--- config.mk ---
export PLATFORM = sky130hd
export DESIGN_NAME = reload_timer
export DESIGN_NICKNAME = d
export VERILOG_FILES = /design/src/rtl/timer_pkg.sv /design/src/rtl/tmr_counter.sv /design/src/rtl/tmr_src_cfg.sv /design/src/rtl/reload_timer.sv
export SDC_FILE = /design/constraint.sdc
export NUM_CORES = 1
export LEC_CHECK = 0
export CAP_MARGIN = 20
export CORE_AREA = 2 2 146 112
export CTS_BUF_LIST = sky130_fd_sc_hd__clkbuf_16
export CTS_CLUSTER_DIAMETER = 200
export DETAILED_ROUTE_END_ITERATION = 12
export DIE_AREA = 0 0 148 114
export GPL_TIMING_DRIVEN = 0
export HOLD_SLACK_MARGIN = 0.08
export SETUP_SLACK_MARGIN = 0.15
export SKIP_LAST_GASP = 1
export SYNTH_ARGS = -nofsm -noshare
export SYNTH_HDL_FRONTEND = slang
export SYNTH_SLANG_ARGS = --single-unit
--- constraint.sdc ---
create_clock -name clk_i -period 5.8 [get_ports clk_i]
set_clock_uncertainty 0.1 [all_clocks]
set_input_delay 1.45 -clock clk_i [delete_from_list [all_inputs] [get_ports clk_i]]
set_output_delay 1.45 -clock clk_i [all_outputs]
set_load 0.01 [all_outputs]
--- src/rtl/timer_pkg.sv ---
package timer_pkg;
  localparam int unsigned DATA_W = 32;
  localparam int unsigned CNT_W  = DATA_W - 1;
  localparam int unsigned ADDR_W = 7;
  localparam int unsigned PRIO_W = 4;
  localparam int unsigned VEC_W  = 8;

  // register byte offsets inside the timer block
  localparam logic [ADDR_W-1:0] OFS_CUR  = 7'h00;
  localparam logic [ADDR_W-1:0] OFS_BASE = 7'h10;
  localparam logic [ADDR_W-1:0] OFS_SRC  = 7'h20;
  localparam logic [ADDR_W-1:0] OFS_DEST = 7'h30;
  localparam logic [ADDR_W-1:0] OFS_FREQ = 7'h40;

  // source register field positions
  localparam int unsigned SRC_MASK_BIT = 31;
  localparam int unsigned SRC_POL_BIT  = 23;
  localparam int unsigned SRC_LVL_BIT  = 22;
  localparam int unsigned SRC_PRIO_LSB = 16;

  typedef enum logic [2:0] {
    SEL_NONE, SEL_CUR, SEL_BASE, SEL_SRC, SEL_DEST, SEL_FREQ
  } reg_sel_e;
endpackage

--- src/rtl/tmr_counter.sv ---
module tmr_counter
  import timer_pkg::*;
(
  input  logic              clk_i,
  input  logic              rst_ni,
  input  logic              tick_i,
  input  logic              base_wr_i,
  input  logic [DATA_W-1:0] base_wdata_i,
  output logic [DATA_W-1:0] base_o,
  output logic [CNT_W-1:0]  count_o,
  output logic              expire_o
);
  logic [DATA_W-1:0] base_q;
  logic [CNT_W-1:0]  count_q;
  logic              expire_q;
  logic              halted;

  assign halted = base_q[DATA_W-1];

  always_ff @(posedge clk_i or negedge rst_ni) begin
    if (!rst_ni) begin
      base_q   <= {1'b1, {CNT_W{1'b0}}};
      count_q  <= '0;
      expire_q <= 1'b0;
    end else begin
      expire_q <= 1'b0;
      if (base_wr_i) begin
        // write wins over a coincident tick
        base_q <= base_wdata_i;
        if (halted && !base_wdata_i[DATA_W-1])
          count_q <= base_wdata_i[CNT_W-1:0];
      end else if (!halted && tick_i) begin
        if (count_q <= CNT_W'(1)) begin
          count_q  <= base_q[CNT_W-1:0];
          expire_q <= 1'b1;
        end else begin
          count_q <= count_q - CNT_W'(1);
        end
      end
    end
  end

  assign base_o   = base_q;
  assign count_o  = count_q;
  assign expire_o = expire_q;

  assert_expire_when_run_R4: assert property (@(posedge clk_i) disable iff (!rst_ni)
    expire_q |-> $past(!halted && tick_i && !base_wr_i));
  assert_reload_on_expire_R4: assert property (@(posedge clk_i) disable iff (!rst_ni)
    expire_q |-> count_q == base_q[CNT_W-1:0]);
  assert_frozen_when_halted_R5: assert property (@(posedge clk_i) disable iff (!rst_ni)
    halted |=> (!halted || $stable(count_q)));
  assert_decrement_R3: assert property (@(posedge clk_i) disable iff (!rst_ni)
    (!halted && tick_i && !base_wr_i && count_q > CNT_W'(1)) |=>
      count_q == $past(count_q) - CNT_W'(1));
  assert_hold_no_tick_R3: assert property (@(posedge clk_i) disable iff (!rst_ni)
    (!tick_i && !base_wr_i) |=> $stable(count_q));
endmodule

--- src/rtl/tmr_src_cfg.sv ---
module tmr_src_cfg
  import timer_pkg::*;
#(
  parameter int unsigned DEST_W = 4
) (
  input  logic              clk_i,
  input  logic              rst_ni,
  input  logic              src_wr_i,
  input  logic              dest_wr_i,
  input  logic              freq_wr_i,
  input  logic [DATA_W-1:0] wdata_i,
  output logic [DATA_W-1:0] src_o,
  output logic [DATA_W-1:0] dest_o,
  output logic [DATA_W-1:0] freq_o,
  output logic              mask_o,
  output logic [PRIO_W-1:0] prio_o,
  output logic [VEC_W-1:0]  vec_o,
  output logic [DEST_W-1:0] dest_set_o
);
  logic              mask_q;
  logic [PRIO_W-1:0] prio_q;
  logic [VEC_W-1:0]  vec_q;
  logic [DEST_W-1:0] dest_q;
  logic [DATA_W-1:0] freq_q;

  always_ff @(posedge clk_i or negedge rst_ni) begin
    if (!rst_ni) begin
      mask_q <= 1'b1;
      prio_q <= '0;
      vec_q  <= '0;
      dest_q <= '0;
      freq_q <= DATA_W'(1);
    end else begin
      if (src_wr_i) begin
        mask_q <= wdata_i[SRC_MASK_BIT];
        prio_q <= wdata_i[SRC_PRIO_LSB +: PRIO_W];
        vec_q  <= wdata_i[VEC_W-1:0];
      end
      if (dest_wr_i) dest_q <= wdata_i[DEST_W-1:0];
      if (freq_wr_i) freq_q <= wdata_i;
    end
  end

  // sense is fixed to edge, polarity to positive
  always_comb begin
    src_o = '0;
    src_o[SRC_MASK_BIT] = mask_q;
    src_o[SRC_POL_BIT]  = 1'b1;
    src_o[SRC_LVL_BIT]  = 1'b0;
    src_o[SRC_PRIO_LSB +: PRIO_W] = prio_q;
    src_o[VEC_W-1:0] = vec_q;
  end

  assign dest_o     = DATA_W'(dest_q);
  assign freq_o     = freq_q;
  assign mask_o     = mask_q;
  assign prio_o     = prio_q;
  assign vec_o      = vec_q;
  assign dest_set_o = dest_q;

  assert_src_write_R7: assert property (@(posedge clk_i) disable iff (!rst_ni)
    src_wr_i |=> (prio_o == $past(wdata_i[SRC_PRIO_LSB +: PRIO_W])
                  && vec_o == $past(wdata_i[VEC_W-1:0])));
  assert_freq_hold_R10: assert property (@(posedge clk_i) disable iff (!rst_ni)
    !freq_wr_i |=> $stable(freq_o));
endmodule

--- src/rtl/reload_timer.sv ---
module reload_timer
  import timer_pkg::*;
#(
  parameter int unsigned DEST_W = 4
) (
  input  logic              clk_i,
  input  logic              rst_ni,
  input  logic              tick_i,
  input  logic              wr_i,
  input  logic [6:0]        addr_i,
  input  logic [31:0]       wdata_i,
  output logic [31:0]       rdata_o,
  output logic              irq_o,
  output logic [3:0]        irq_prio_o,
  output logic [7:0]        irq_vec_o,
  output logic [DEST_W-1:0] irq_dest_o
);
  reg_sel_e          sel;
  logic [DATA_W-1:0] base_rd, src_rd, dest_rd, freq_rd;
  logic [CNT_W-1:0]  count;
  logic              expire, mask;

  always_comb begin
    unique case (addr_i)
      OFS_CUR:  sel = SEL_CUR;
      OFS_BASE: sel = SEL_BASE;
      OFS_SRC:  sel = SEL_SRC;
      OFS_DEST: sel = SEL_DEST;
      OFS_FREQ: sel = SEL_FREQ;
      default:  sel = SEL_NONE;
    endcase
  end

  tmr_counter u_counter (
    .clk_i        (clk_i),
    .rst_ni       (rst_ni),
    .tick_i       (tick_i),
    .base_wr_i    (wr_i && sel == SEL_BASE),
    .base_wdata_i (wdata_i),
    .base_o       (base_rd),
    .count_o      (count),
    .expire_o     (expire)
  );

  tmr_src_cfg #(.DEST_W(DEST_W)) u_cfg (
    .clk_i      (clk_i),
    .rst_ni     (rst_ni),
    .src_wr_i   (wr_i && sel == SEL_SRC),
    .dest_wr_i  (wr_i && sel == SEL_DEST),
    .freq_wr_i  (wr_i && sel == SEL_FREQ),
    .wdata_i    (wdata_i),
    .src_o      (src_rd),
    .dest_o     (dest_rd),
    .freq_o     (freq_rd),
    .mask_o     (mask),
    .prio_o     (irq_prio_o),
    .vec_o      (irq_vec_o),
    .dest_set_o (irq_dest_o)
  );

  always_comb begin
    unique case (sel)
      SEL_CUR:  rdata_o = {1'b0, count};
      SEL_BASE: rdata_o = base_rd;
      SEL_SRC:  rdata_o = src_rd;
      SEL_DEST: rdata_o = dest_rd;
      SEL_FREQ: rdata_o = freq_rd;
      default:  rdata_o = '0;
    endcase
  end

  assign irq_o = expire && !mask;

  assert_irq_pulse_R4: assert property (@(posedge clk_i) disable iff (!rst_ni)
    irq_o |=> !irq_o || $past(tick_i));
  assert_masked_quiet_R8: assert property (@(posedge clk_i) disable iff (!rst_ni)
    (mask && $stable(mask)) |-> !irq_o);
  assert_unmapped_zero_R11: assert property (@(posedge clk_i) disable iff (!rst_ni)
    sel == SEL_NONE |-> rdata_o == '0);
endmodule

# == Word level (Yosys, flattened, before mapping) ==
# Index checks and enable logic that the tools add are counted.
# word_totals
reg_bits,113
input_bits,43
word_cells,42
# op_classes
addsub,1
magnitude_cmp,1
n_eq_ne,10
muxes,9
n_reduce_logical,13
# ops
op,count
32-bit one-hot mux with 5 select lines,1
31-bit 2-to-1 mux,4
"31-bit by 1-bit <= comparator with 1-bit output, second input constant",1
"31-bit by 1-bit subtractor with 31-bit output, second input constant",1
3-bit one-hot mux with 5 select lines,1
"7-bit by 6-bit == test with 1-bit output, second input constant",2
"7-bit by 5-bit == test with 1-bit output, second input constant",1
"7-bit == test, second input constant",1
1-bit logical AND,7
7-bit zero test,1
"3-bit by 2-bit == test with 1-bit output, second input constant",2
"3-bit == test, second input constant",2
"3-bit by 1-bit == test with 1-bit output, second input constant",1
1-bit zero test,3
1-bit 2-to-1 mux,3
"2-bit != test, second input constant",1
2-bit AND reduction,1
2-bit nonzero test,1

# == Longest topological paths before layout ==
# logic_depth
ltp_word,6
mapped_depth,9
mapped_depth_nobuf,8

# == Cells and area by module ==
# Synthesis repeated with hierarchy kept, for this count alone.
# hier_totals
cells_unflattened,751
area_unflattened_um2,7547.2
# by_module_without_submodules
mod,n_inst,cells_each,area_per_inst_um2
tmr_counter,1,417,3669.8
tmr_src_cfg,1,169,2459.9
reload_timer,1,165,1417.6

# == Worst setup path after synthesis ==
# No wires, ideal clock.
# synth_timing
path_type,input-to-output
start,input port addr_i[1]
end,output port rdata_o[15]
t_arrival_ps,3273
required_time_ps,4250
setup_slack_ps,977
path_stages,8
n_path_buf,3
path_cell_list,or4_1 -> clkbuf_1 -> or3_1 -> clkbuf_1 -> nor2_1 -> clkbuf_1 -> a222oi_1 -> inv_1
# synth_via
elab_chain_len,4
# synth_lines
element,line,rtl
from (decl),reload_timer.sv:10,"input logic [6:0] addr_i,"
"7-bit == test, or another cell as far along",reload_timer.sv:24,unique case (addr_i)
3-bit one-hot mux with 5 select lines (*),reload_timer.sv:24,
"3-bit == test, or another cell as far along",reload_timer.sv:62,unique case (sel)
32-bit one-hot mux with 5 select lines (*),reload_timer.sv:62,
to (decl),reload_timer.sv:12,"output logic [31:0] rdata_o,"
# Mark *: on every way between the ends. The rest lies on a longest branch, timed or not.

# == Final worst setup path ==
# layout_timing
start,input port addr_i[1]
end,output port rdata_o[21]
# The elaborated chain is that of the path after synthesis.

==> impl_metrics.ini <==
[synth]
synth_edf_count = 0
synth_top_family_by_area = simple AND/OR/NAND/NOR gates
synthTopCellsByArea = dfrtp_1, mux2_2, nand2_1
async_flop_share_pct = 100
synth_ff_type = dfrtp_1
syn_inst = 646
syn_avg_cell_area_um2 = 9.39
yosysTopAreaCell = dfrtp_1
synth_simple_gate_area_share_pct = 19.4
synth_nets = 691
synth_most_common_cell = nand2_1
synth_cell_type_count = 59
synth_compound_area_share_pct = 16.5
synth_mux_area_share_pct = 12.1
synth_seq_area_share_pct = 46.7
synth-xor-area-share_pct = 0.433
synth_commonest_cells = nand2_1, dfrtp_1, mux2_2, nor2_1, o21ai_0
yosysWarnings = 0
ys_seq_elements = 113
synth_fa_ha_area_share_pct = 0.412
netlist.area_leader.share_pct = 45.4
netlist_area_mm2 = 0.00607

[final_layout]
n_antenna_cell = 0
multi_input_area_mm2 = 0.00298
seqCellArea_mm2 = 0.00283
drive_gt1_share_pct = 14.6
post-route-util_pct = 50.7
nets = 806
fillerInstances = 1460
area_delta_synth_final_pct = 30.5

[sta]
tightest_slew_ns = 1.05
hold_viol_final = 0
finalCriticalPeriod_ns = 5.66
worst_slack_ns = 0.144
period_share_pct = 97.5
setup_viol = 0
slew_viol_final = 0
max_freq_ghz = 0.177
slew_headroom_pct = 29.3
rsz0062_at_grt = yes

[cts]
cts_root_buffer = clkbuf_16
htreeDepth = 4
insertion_delay_ns = 0.42
cts_hold_buf = 0
cts_tree = done
cts_buffer_depth = 2
numClockSinks = 113
clk_pin_slew_ns = 0.05
cts_buffers = 17

[worst_setup_path]
crit_arrival_ns = 4.11
endpoint_kind = output pin
r2r_start = u_counter.count_o[21]
cp-startpoint = addr_i[1]
cp_max_fo = 10
cp.required_ns = 4.25
critPathLaunchType = input port
path_class = input port to output pin

[floorplanning]
die_h_um = 114
ios = 92
die-area_mm2 = 0.0169
start_util_pct = 38.9
die_w_um = 148
fp.coreArea_mm2 = 0.0156
rows = 40

[global_routing]
grt_pass1_vias = 5646
antenna_found_initial = 0
grt_max_degree = 86
grt_pass1_wl_um = 31800
grt_overflow_total = 0
grt.total_usage_pct = 25.0

[placement]
place_congestion = 0.895
port_buffers = 91
hpwl_um = 13900
dp_slack_ns = -0.813

[worst_hold_path]
hold_class = register to register
hp-start = u_cfg.freq_o[4]

[route]
firstDrtPassIters = 7
avgViaCountPerCell = 5.87
ant_nets = 0
post-route-drc-count = 0
via_count = 5769
wl_um = 20500
drt_iter0_drc = 860
wl_per_cell_um = 20.9

[power]
p_leak_nw = 3.76
cell_internal_pwr_mw = 1.58
p_sw_mw = 0.586
power_density_mw_per_mm2 = 273
switching_share_pct = 27.1
pwr-share-comb_pct = 13.8
ir_drop_mv = 0.191
pwr-share-clk_pct = 42.7
seqPwrFrac_pct = 43.6

[flow_run]
drv_cap = 0

[run_status]
outcome = complete, no violations
[repair_timing]
| item | CTS | global route |
|---|---|---|
| pin swaps | 0 | 1 |
| setup buffers | 1 | 3 |
| endpoints found under the setup margin | 32 | 21 |
| hold endpoints to repair | 0 | 0 |
| gates resized for setup | 38 | 20 |
[power groups by stage]
stage / Sequential [mW] / Combinational (mW) / Clock (mW)
2_1_floorplan: 0.934 / 0.169 / 0
4_1_cts: 0.940 / 0.296 / 0.934
5_1_grt: 0.952 / 0.328 / 0.972
3_5_place_dp: 0.952 / 0.292 / 0
3_3_place_gp: 0.948 / 0.281 / 0
6_report: 0.942 / 0.297 / 0.923
[worst max-delay path: stages]
cell and delay, ns:
clkdlybuf4s50_1 0.41, or4_1 0.54, clkbuf_8 0.18, or3_1 0.32, clkbuf_8 0.20, nor2_4 0.14, buf_8 0.15, a222oi_1 0.11
inv_1 0.07, clkdlybuf4s50_1 0.52
[routing by layer]
metal | vias to the layer above | global-route usage (%) | wire (um)
li1 | 2600 | - | -
met1 | 2868 | 36.3 | 9450
met2 | 275 | 37.3 | 9000
met3 | 26 | 5.16 | 1670
met4 | 0 | 8.83 | 357
met5 | - | 0 | 0
[cells by family after synthesis]
logic type / after synthesis
AO/OA/AOI/OAI: 141
flip-flops: 113
multiplexers: 67
adder cells (fa/ha/maj): 2
XOR/XNOR: 3
buffers and inverters: 67
AND/OR/NAND/NOR: 253
[layout make-up]
cell class | count | share of cell area, %
multi-input cells | 466 | 37.6
flip-flops and latches | 113 | 35.8
repair buffers | 96 | 12.3
clock buffers | 17 | 5.37
plain buffers | 45 | 3.52
well taps | 210 | 3.32
inverters | 22 | 1.04
clock inverters | 13 | 1.03
[registers in the layout (all words and copies together) (netlist names)]
name and flops:
u_cfg.freq_o 32, u_cfg.mask_o 1, u_cfg.vec_o 8, u_counter.expire_o 1, u_counter.count_o 31, u_cfg.prio_o 4
u_cfg.dest_set_o 4, u_counter.base_o 32
[through the flow]
stage / area, um^2 / power, mW / instances / hold slack, ns / setup TNS (ns)
global placement: 7240 / 1.23 / 947 / 0.378 / -158.95
floorplan: 6070 / 1.10 / 646 / 0.356 / 0
CTS: 7860 / 2.17 / 979 / 0.398 / 0
detailed placement: 7270 / 1.24 / 948 / 0.383 / -16.50
global route: 7920 / 2.25 / 982 / 0.415 / -0.0137
finish: 7920 / 2.16 / 982 / 0.401 / 0
[layout by cell type (no fill, tap or decap), types with 9 or more instances in the layout]
| master | instances |
|---|---|
| a222oi_1 | 22 |
| clkbuf_16 | 18 |
| nor2_1 | 44 |
| dlygate4sd2_1 | 11 |
| mux2_2 | 49 |
| dfrtp_1 | 110 |
| o21ai_0 | 38 |
| nand2_1 | 126 |
| nand3_1 | 10 |
| nor3_1 | 21 |
| clkdlybuf4s50_1 | 71 |
| inv_1 | 24 |
| a22oi_1 | 14 |
| clkbuf_1 | 22 |
| a21oi_1 | 16 |
| nor4_1 | 9 |
| mux2i_1 | 18 |
[final timing paths]
path / end / slack [ns] / cells past startpoint
setup / recovery: rdata_o[21] / 0.14 / 10
hold / removal: u_cfg.freq_o[4] / 0.40 / 1
setup reg to reg: u_counter.count_o[28] / 2.27 / 8
hold reg to reg: u_cfg.freq_o[4] / 0.40 / 1
max in group asynchronous: u_cfg.mask_o / 4.05 / 2
min in group asynchronous: u_cfg.freq_o[8] / 0.81 / 1
Note: power is estimated with default switching activity, not from simulation.
